**config.mk**
```make
export PLATFORM = sky130hd
export DESIGN_NAME = ttc_codec
export DESIGN_NICKNAME = d
export VERILOG_FILES = /design/src/rtl/ttc_pkg.sv /design/src/rtl/ttc_out_reg.sv /design/src/rtl/ttc_enc_core.sv /design/src/rtl/ttc_dec_core.sv /design/src/rtl/ttc_codec.sv
export SDC_FILE = /design/constraint.sdc
export NUM_CORES = 1
export LEC_CHECK = 0
export BUFFER_PORTS_ARGS = -buffer_cell sky130_fd_sc_hd__buf_4
export CAP_MARGIN = 20
export CORE_AREA = 2 2 69 71
export CTS_CLUSTER_SIZE = 40
export DETAILED_ROUTE_END_ITERATION = 10
export DIE_AREA = 0 0 71 73
export SYNTH_ARGS = -nofsm -noshare
export SYNTH_HDL_FRONTEND = slang
export SYNTH_SLANG_ARGS = --single-unit
```
**constraint.sdc**
```tcl
create_clock -name clk_i -period 0.8 [get_ports clk_i]
set_input_delay 0.16 -clock clk_i [delete_from_list [all_inputs] [get_ports clk_i]]
set_output_delay 0.16 -clock clk_i [all_outputs]
set_load 0.01 [all_outputs]
```
**src/rtl/ttc_pkg.sv**
```systemverilog
package ttc_pkg;
  localparam int TRIT_W    = 2;
  localparam int NUM_TRITS = 4;
  localparam int CODE_W    = 7;
  localparam int LANES_W   = TRIT_W * NUM_TRITS;
  localparam logic [TRIT_W-1:0] TRIT_ZERO = 2'd0;
  localparam logic [TRIT_W-1:0] TRIT_NEG  = 2'd2;
  localparam logic [TRIT_W-1:0] TRIT_BAD  = 2'd3;
endpackage

```
**src/rtl/ttc_out_reg.sv**
```systemverilog
module ttc_out_reg #(
  parameter int W = 8
) (
  input  logic         clk_i,
  input  logic         rst_ni,
  input  logic         valid_i,
  input  logic [W-1:0] data_i,
  output logic         valid_o,
  output logic [W-1:0] data_o
);
  always_ff @(posedge clk_i or negedge rst_ni) begin
    if (!rst_ni) begin
      valid_o <= 1'b0;
      data_o  <= '0;
    end else begin
      valid_o <= valid_i;
      if (valid_i) data_o <= data_i;
    end
  end
endmodule

```
**src/rtl/ttc_enc_core.sv**
```systemverilog
module ttc_enc_core
  import ttc_pkg::*;
(
  input  logic [LANES_W-1:0]   trits_i,
  output logic [CODE_W-1:0]    code_o,
  output logic [NUM_TRITS-1:0] lane_bad_o
);
  logic [NUM_TRITS-1:0] neg;  // {d,c,b,a}
  logic [NUM_TRITS-1:0] one;
  logic [CODE_W-1:0]    raw;

  for (genvar k = 0; k < NUM_TRITS; k++) begin : g_lane
    logic [TRIT_W-1:0] t;
    assign t             = trits_i[k*TRIT_W +: TRIT_W];
    assign neg[k]        = (t == TRIT_NEG);
    assign lane_bad_o[k] = (t == TRIT_BAD);
    assign one[k]        = (t == 2'd1);
  end

  logic a, b, c, d;
  assign {d, c, b, a} = one;

  // case key written a,b,c,d from left
  always_comb begin
    unique case ({neg[0], neg[1], neg[2], neg[3]})
      4'b0000: raw = {2'b00, a, b, 1'b0, c, d};
      4'b0001: raw = {2'b00, a, b, 2'b10, c};
      4'b0010: raw = {2'b00, a, b, 2'b11, d};
      4'b0100: raw = {3'b010, a, 1'b0, c, d};
      4'b1000: raw = {3'b011, b, 1'b0, c, d};
      4'b0101: raw = {3'b010, a, 2'b10, c};
      4'b1001: raw = {3'b011, b, 2'b10, c};
      4'b0110: raw = {3'b010, a, 2'b11, d};
      4'b1010: raw = {3'b011, b, 2'b11, d};
      4'b0011: raw = {2'b10, a, b, 3'b100};
      4'b1100: raw = {4'b1100, 1'b0, c, d};
      4'b0111: raw = {3'b100, a, 3'b110};
      4'b1011: raw = {3'b101, b, 3'b110};
      4'b1101: raw = {6'b111000, c};
      4'b1110: raw = {6'b111001, d};
      default: raw = 7'b1110110;
    endcase
  end

  assign code_o = (|lane_bad_o) ? '0 : raw;
endmodule

```
**src/rtl/ttc_dec_core.sv**
```systemverilog
module ttc_dec_core
  import ttc_pkg::*;
(
  input  logic [CODE_W-1:0]  code_i,
  output logic [LANES_W-1:0] trits_o,
  output logic               invalid_o
);
  logic [TRIT_W-1:0] ta, tb, tc, td;
  logic              hit;
  logic [LANES_W-1:0] cand;
  logic [CODE_W-1:0]  recode;
  logic [NUM_TRITS-1:0] re_bad;

  function automatic logic [TRIT_W-1:0] bin(input logic v);
    return {1'b0, v};
  endfunction

  always_comb begin
    hit = 1'b1;
    ta = TRIT_ZERO; tb = TRIT_ZERO; tc = TRIT_ZERO; td = TRIT_ZERO;
    casez (code_i)
      7'b00??0??: begin ta = bin(code_i[4]); tb = bin(code_i[3]); tc = bin(code_i[1]); td = bin(code_i[0]); end
      7'b00??10?: begin ta = bin(code_i[4]); tb = bin(code_i[3]); tc = bin(code_i[0]); td = TRIT_NEG; end
      7'b00??11?: begin ta = bin(code_i[4]); tb = bin(code_i[3]); tc = TRIT_NEG; td = bin(code_i[0]); end
      7'b010?0??: begin ta = bin(code_i[3]); tb = TRIT_NEG; tc = bin(code_i[1]); td = bin(code_i[0]); end
      7'b011?0??: begin ta = TRIT_NEG; tb = bin(code_i[3]); tc = bin(code_i[1]); td = bin(code_i[0]); end
      7'b010?10?: begin ta = bin(code_i[3]); tb = TRIT_NEG; tc = bin(code_i[0]); td = TRIT_NEG; end
      7'b011?10?: begin ta = TRIT_NEG; tb = bin(code_i[3]); tc = bin(code_i[0]); td = TRIT_NEG; end
      7'b010?11?: begin ta = bin(code_i[3]); tb = TRIT_NEG; tc = TRIT_NEG; td = bin(code_i[0]); end
      7'b011?11?: begin ta = TRIT_NEG; tb = bin(code_i[3]); tc = TRIT_NEG; td = bin(code_i[0]); end
      7'b10??10?: begin ta = bin(code_i[4]); tb = bin(code_i[3]); tc = TRIT_NEG; td = TRIT_NEG; end
      7'b100?11?: begin ta = bin(code_i[3]); tb = TRIT_NEG; tc = TRIT_NEG; td = TRIT_NEG; end
      7'b101?11?: begin ta = TRIT_NEG; tb = bin(code_i[3]); tc = TRIT_NEG; td = TRIT_NEG; end
      7'b110?0??: begin ta = TRIT_NEG; tb = TRIT_NEG; tc = bin(code_i[1]); td = bin(code_i[0]); end
      7'b111000?: begin ta = TRIT_NEG; tb = TRIT_NEG; tc = bin(code_i[0]); td = TRIT_NEG; end
      7'b111001?: begin ta = TRIT_NEG; tb = TRIT_NEG; tc = TRIT_NEG; td = bin(code_i[0]); end
      7'b111011?: begin ta = TRIT_NEG; tb = TRIT_NEG; tc = TRIT_NEG; td = TRIT_NEG; end
      default:    hit = 1'b0;
    endcase
  end

  assign cand = {td, tc, tb, ta};

  // canonical check: only words the encoder itself emits are accepted
  ttc_enc_core u_recode (
    .trits_i   (cand),
    .code_o    (recode),
    .lane_bad_o(re_bad)
  );

  assign invalid_o = !hit || (recode != code_i) || (|re_bad);
  assign trits_o   = invalid_o ? '0 : cand;
endmodule

```
**src/rtl/ttc_codec.sv**
```systemverilog
module ttc_codec
  import ttc_pkg::*;
(
  input  logic                 clk_i,
  input  logic                 rst_ni,
  input  logic                 enc_valid_i,
  input  logic [LANES_W-1:0]   enc_trits_i,
  output logic                 enc_valid_o,
  output logic [CODE_W-1:0]    enc_code_o,
  output logic [NUM_TRITS-1:0] enc_lane_bad_o,
  input  logic                 dec_valid_i,
  input  logic [CODE_W-1:0]    dec_code_i,
  output logic                 dec_valid_o,
  output logic [LANES_W-1:0]   dec_trits_o,
  output logic                 dec_invalid_o
);
  localparam int ENC_RES_W = CODE_W + NUM_TRITS;
  localparam int DEC_RES_W = LANES_W + 1;

  logic [CODE_W-1:0]    enc_code;
  logic [NUM_TRITS-1:0] enc_bad;
  logic [LANES_W-1:0]   dec_trits;
  logic                 dec_bad;

  ttc_enc_core u_enc (
    .trits_i   (enc_trits_i),
    .code_o    (enc_code),
    .lane_bad_o(enc_bad)
  );

  ttc_dec_core u_dec (
    .code_i   (dec_code_i),
    .trits_o  (dec_trits),
    .invalid_o(dec_bad)
  );

  ttc_out_reg #(.W(ENC_RES_W)) u_enc_reg (
    .clk_i  (clk_i),
    .rst_ni (rst_ni),
    .valid_i(enc_valid_i),
    .data_i ({enc_bad, enc_code}),
    .valid_o(enc_valid_o),
    .data_o ({enc_lane_bad_o, enc_code_o})
  );

  ttc_out_reg #(.W(DEC_RES_W)) u_dec_reg (
    .clk_i  (clk_i),
    .rst_ni (rst_ni),
    .valid_i(dec_valid_i),
    .data_i ({dec_bad, dec_trits}),
    .valid_o(dec_valid_o),
    .data_o ({dec_invalid_o, dec_trits_o})
  );
endmodule

```
# Yosys cells after proc, flatten, opt, wreduce, memory -nomap -nowiden
# Index checks and enable logic that the tools add are counted.
dict set report totals {
  ff_bits 22
  input_bits 19
  out_inout_bits 22
  word_cells 101
}
dict set report op_classes {
  n_eq_ne 68
  muxes 10
  n_reduce_logical 19
}
# operator n
set ops {}
lappend ops {{7-bit case mux with 15 select lines} 2}
lappend ops {{4-bit == test (second input constant)} 16}
lappend ops {{8-bit OR reduction} 6}
lappend ops {{4-bit by 3-bit == test with 1-bit output (second input constant)} 10}
lappend ops {{2-bit == test (second input constant)} 16}
lappend ops {{4-bit by 2-bit == test with 1-bit output (second input constant)} 6}
lappend ops {{4-bit OR reduction} 6}
lappend ops {{5-bit by 4-bit == test with 1-bit output (second input constant)} 4}
lappend ops {{6-bit == test (second input constant)} 3}
lappend ops {{2-bit by 1-bit == test with 1-bit output (second input constant)} 8}
lappend ops {{16-bit OR reduction} 1}
lappend ops {{7-bit 2-to-1 mux} 2}
lappend ops {{2-bit case mux with 3 select lines} 2}
lappend ops {{5-bit == test (second input constant)} 2}
lappend ops {{4-bit by 1-bit == test with 1-bit output (second input constant)} 2}
lappend ops {{4-bit logical NOT} 2}
lappend ops {{8-bit 2-to-1 mux} 1}
lappend ops {{2-bit case mux with 2 select lines} 2}
lappend ops {{7-bit != test} 1}
lappend ops {{3-bit logical NOT} 1}
lappend ops {{1-bit logical OR} 2}
lappend ops {{1-bit logical NOT} 1}
lappend ops {{1-bit 2-to-1 mux} 1}

# Longest topological paths before layout
dict set report depth {
  ltp_word 11
  depth_mapped 6
  mapped_depth_nobuf 5
}

# By module
# From an unflattened synthesis, not the netlist that was laid out.
dict set report unflattened {
  hier_cells 188
  hier_area_um2 1820.5
}
# module instances cells_each area_per_inst_um2 seq_area_each_um2
set by_module_without_submodules {}
lappend by_module_without_submodules {ttc_dec_core 1 72 475.5 0.0}
lappend by_module_without_submodules {ttc_enc_core 2 36 237.7 0.0}
lappend by_module_without_submodules {{ttc_out_reg (u_enc_reg)} 1 24 473.0 300.3}
lappend by_module_without_submodules {{ttc_out_reg (u_dec_reg)} 1 20 396.6 250.2}

# Least setup slack after synthesis
# No wires, ideal clock.
dict set report synth_path {
  path_type {input to register}
  from {in dec_code_i[3]}
  to {reg u_dec_reg.data_o[8]}
  setup_ns 0.121
  t_arrival_ns 1.196
  required_ns 0.679
  slack_ns -0.517
  cell_stages 6
  n_path_buf 1
  path_cell_list {buf_6 > nand2b_4 > or4_4 > o311ai_2 > o21ai_4 > o22a_1}
}
dict set report synth_via {
  elab_chain_cells 10
  word_cells_on_any_way 49
  cone_classes {eq/ne (30); mux (7); reduce/logical (12)}
}
# element line_no
set synth_rtl {}
lappend synth_rtl {{from (decl)} ttc_codec.sv:12} ;# input logic [CODE_W-1:0] dec_code_i,
lappend synth_rtl {{6-bit == test} ttc_dec_core.sv:21} ;# casez (code_i)
lappend synth_rtl {{8-bit OR reduction (no line) or 4-bit OR reduction (tied branches)} n/a}
lappend synth_rtl {{2-bit case mux with 3 select lines or 2-bit case mux with 2 select lines (tied branches)} ttc_dec_core.sv:21}
lappend synth_rtl {{2-bit == test} ttc_enc_core.sv:15} ;# assign neg[k] = (t == TRIT_NEG);
lappend synth_rtl {{4-bit == test, or another cell as far along} ttc_enc_core.sv:25} ;# unique case ({neg[0], neg[1], neg[2], neg[3]})
lappend synth_rtl {{7-bit case mux with 15 select lines} ttc_enc_core.sv:25}
lappend synth_rtl {{7-bit 2-to-1 mux} ttc_enc_core.sv:45} ;# assign code_o = (|lane_bad_o) ? '0 : raw;
lappend synth_rtl {{7-bit != test} ttc_dec_core.sv:51} ;# assign invalid_o = !hit || (recode != code_i) || (|re_bad);
lappend synth_rtl {{1-bit logical OR} ttc_dec_core.sv:51}
lappend synth_rtl {{1-bit logical OR (*)} ttc_dec_core.sv:51}
lappend synth_rtl {{to (signal assigned)} ttc_out_reg.sv:17} ;# if (valid_i) data_o <= data_i;
lappend synth_rtl {{to (decl)} ttc_out_reg.sv:9} ;# output logic [W-1:0] data_o
# Every way passes the cells marked *; elsewhere a longest branch is shown, timed or not.
# A chain may end at the register's enable or synchronous reset.

# Final worst setup path
dict set report layout_path {
  from {in dec_code_i[2]}
  to {reg u_dec_reg.data_o[8]}
}
dict set report layout_via {
  elab_chain_cells 10
  word_cells_on_any_way 66
  cone_classes {eq/ne (42); mux (7); reduce/logical (17)}
}
# element line_no
set layout_rtl {}
lappend layout_rtl {{6-bit == test, or another cell as far along} ttc_dec_core.sv:21}
lappend layout_rtl {{8-bit OR reduction (no line) or 4-bit OR reduction (tied branches)} n/a}
lappend layout_rtl {{2-bit case mux with 3 select lines or 2-bit case mux with 2 select lines (tied branches)} ttc_dec_core.sv:21}
lappend layout_rtl {{2-bit == test} ttc_enc_core.sv:15}
lappend layout_rtl {{4-bit == test, or another cell as far along} ttc_enc_core.sv:25}
lappend layout_rtl {{7-bit case mux with 15 select lines} ttc_enc_core.sv:25}
lappend layout_rtl {{7-bit 2-to-1 mux} ttc_enc_core.sv:45}
lappend layout_rtl {{7-bit != test} ttc_dec_core.sv:51}
lappend layout_rtl {{1-bit logical OR} ttc_dec_core.sv:51}
lappend layout_rtl {{1-bit logical OR (*)} ttc_dec_core.sv:51}
# Marked as above.

==> results.toml <==
[cells_and_area]
post-route-util_pct = 50.1
drive_above_1_share_pct = 48.6
diodes = 0
nFillCells = 418
regArea_um2 = 551
multiInputGateArea_um2 = 738
syn_to_final_growth_pct = 78.6
final_nets = 242

[route]
via_per_inst = 4.87
highest_layer = "met4"
drt_pass1_iterations = 4
drt_wl_total_um = 3570
met1_length_um = 1440
wl_met2_um = 1920
drc = 0
vias = 1345
drt_iter0_markers = 41
routedWlPerCell_um = 12.9
dr_wl_met3_um = 179
antenna_left = 0

[pwr]
ir_drop_uv = 917
p_per_area_nw_per_um2 = 1440
p_total_mw = 3.26
power.leakage_nw = 1.06

[critical_path]
cp_top_family = "simple AND/OR/NAND/NOR gates"
cp_data_required_time_ps = 950
reg2reg_depth = 3
worst-path-buf-inv = 1
path_cells = "buf_6 -> nand2b_4 -> or4_4 -> o311ai_4 -> o21ai_4 -> o22a_1"
cpPeakStageDelay_ps = 500
critical_path_arrival_ps = 1280
cp-start-kind = "primary input"
crit_type = "primary input to flop"
crit_path_end_kind = "flop"
worstSetupPathDepth = 6
cp_slowest_cell = "or4_4"
path_max_fanout = 6

[synthesis]
syn_nets = 160
synth_common_cells = "22 x dfrtp_1, 16 x inv_1, 13 x a21oi_1"
synth_top_area_share_pct = 43.3
synthCells = 141
synth-async-reset-ratio_pct = 100
synth_edf_count = 0
yosys_most_used_dff = "dfrtp_1"
ys_ff_latch = 22
ys_types = 37
syn_area_um2 = 1270
synth.most_common_cell = "dfrtp_1"
ys_seq_area_share_pct = 43.3
syn_area_per_cell_um2 = 9.02
synth_area_leaders = "dfrtp_1 43%, a21oi_1 5.1%, o2bb2ai_1 4.8%, inv_1 4.7%, nand2b_1 3.4%"
yosysWarnings = 0
yosysTopAreaCell = "dfrtp_1"

[timing]
finalMaxSlewViolations = 0
slew_headroom_pct = 80.3
setup_violations = 31
fin_ws_ps = -330
rsz0062_at_grt = "true"
worstMarginPinSlew_ps = 295
hold_violations = 0
post-route-period-util_pct = 141
tns_ps = -5180
post-route-min-period_ps = 1130
skew_ps = 0
fmax_ghz = 0.885

[clock_tree]
worstSkewPairLatency_ps = 260
cts-root-buf = "clkbuf_8"
path_clk_slew_ps = 80
cts.sinks = 22
cts_tree = "done"
htreeDepth = 1
numCtsBuffers = 3
clockBufferDepth = 2

[floorplanning]
io_pins = 41
fp.dieArea_um2 = 5180
die_w_um = 71
die_h_um = 73
core_area_um2 = 4540
num_rows = 25
initial_core_util_pct = 28.1

[grt]
grt_pass1_vias = 1393
grt.overflow.total = 0
grt_max_degree = 23
gr-usage-all-layers_pct = 14.4
antenna_found_initial = 0
grt_pass1_wl_um = 6090

[placement]
gp_congestion = 0.761
hpwl_um = 2570
dp_slack_ps = -641
io_buffers = 40

[run_status]
outcome = "finished, violations left"
violations = "setup timing"

[hold_path]
hold_path_depth = 2
min_path_type = "primary input to flop"

[flow_run]
maxCapViolCount = 0
==> worst reg2reg max path: cells and delay by family, from the launching register on <==
family / cells / cell delay (ps)
buffers and inverters: 2 / 250
flip-flops: 1 / 400
AO/OA/AOI/OAI: 1 / 100
==> stage by stage <==
stage | hold WS, ps | std cells | area, um^2
3_3_place_gp | 65.1 | 257 | 1850
5_1_grt | 125 | 276 | 2270
2_1_floorplan | -136 | 141 | 1320
4_1_cts | 126 | 271 | 2220
3_5_place_dp | 68.8 | 257 | 1850
6_report | 128 | 276 | 2270
==> worst paths after layout <==
kind,start,end,slack [ps]
setup reg to reg,u_dec_reg.data_o[7]$_DFFE_PN0P_,u_dec_reg.data_o[7]$_DFFE_PN0P_,-60
setup / recovery,dec_code_i[2],u_dec_reg.data_o[8]$_DFFE_PN0P_,-330
max in group asynchronous,rst_ni,u_dec_reg.data_o[2]$_DFFE_PN0P_,260
min in group asynchronous,rst_ni,u_enc_reg.data_o[3]$_DFFE_PN0P_,320
hold / removal,dec_valid_i,u_dec_reg.valid_o$_DFF_PN0_,130
hold reg to reg,u_dec_reg.data_o[0]$_DFFE_PN0P_,u_dec_reg.data_o[0]$_DFFE_PN0P_,520
==> where the power goes <==
part           leakage, nW  total, mW  switching [mW]  internal (mW)
logic                0.738      0.990           0.417          0.573
clock network       0.0357       1.01           0.344          0.667
registers            0.288       1.26          0.0644           1.20
==> state kept, by name (all words and copies together) (netlist names) <==
signal             cells
u_dec_reg.data_o       9
u_enc_reg.valid_o      1
u_enc_reg.data_o      11
u_dec_reg.valid_o      1
==> layout make-up <==
class | instances | share of cell area [%]
inverter | 17 | 2.81
clock inverter | 1 | 1.32
tap | 54 | 2.97
sequential | 22 | 24.2
timing repair buffer | 84 | 34.4
clock buffer | 3 | 1.82
multi-input combinational | 95 | 32.5
==> repair_timing <==
action / in CTS / in global routing
pin swaps: 12 / 6
setup buffers: 9 / 6
resized for setup: 51 / 4
hold buffers: 1 / 0
hold endpoints to repair: 22 / 0
setup endpoints to repair: 37 / 38
==> cells in the final DEF, fill, tap and decap left out, types with 2 or more instances in the layout <==
cell | Yosys | routed
nor2_1 | 7 | 7
o21ai_0 | 8 | 6
o2bb2ai_1 | 7 | 7
nand3_1 | 6 | 6
nand2_1 | 7 | 7
clkbuf_8 | 0 | 3
dfrtp_1 | 22 | 22
nand2b_4 | 1 | 5
a2bb2oi_1 | 2 | 2
buf_6 | 1 | 32
maj3_1 | 2 | 2
nand2b_1 | 7 | 3
o22ai_2 | 0 | 7
nor2b_2 | 0 | 2
a21oi_1 | 13 | 12
buf_8 | 0 | 2
buf_4 | 1 | 48
inv_1 | 16 | 16
nor2b_1 | 7 | 5
a31oi_1 | 4 | 3
==> cell families after synthesis <==
group	after synthesis	share of synthesized area [%]
AO/OA/AOI/OAI	51	28.2
AND/OR/NAND/NOR	41	18.2
buffers and inverters	24	8.06
flip-flops	22	43.3
adder cells (fa/ha/maj)	2	1.57
XOR/XNOR	1	0.688
==> routing by layer <==
| metal | GRT usage (%) | vias up |
|---|---|---|
| met5 | 0 | - |
| met4 | 4.19 | 0 |
| met3 | 2.21 | 4 |
| met2 | 26.8 | 31 |
| met1 | 17.2 | 644 |
| li1 | - | 666 |
(Power assumes the default switching activity.)
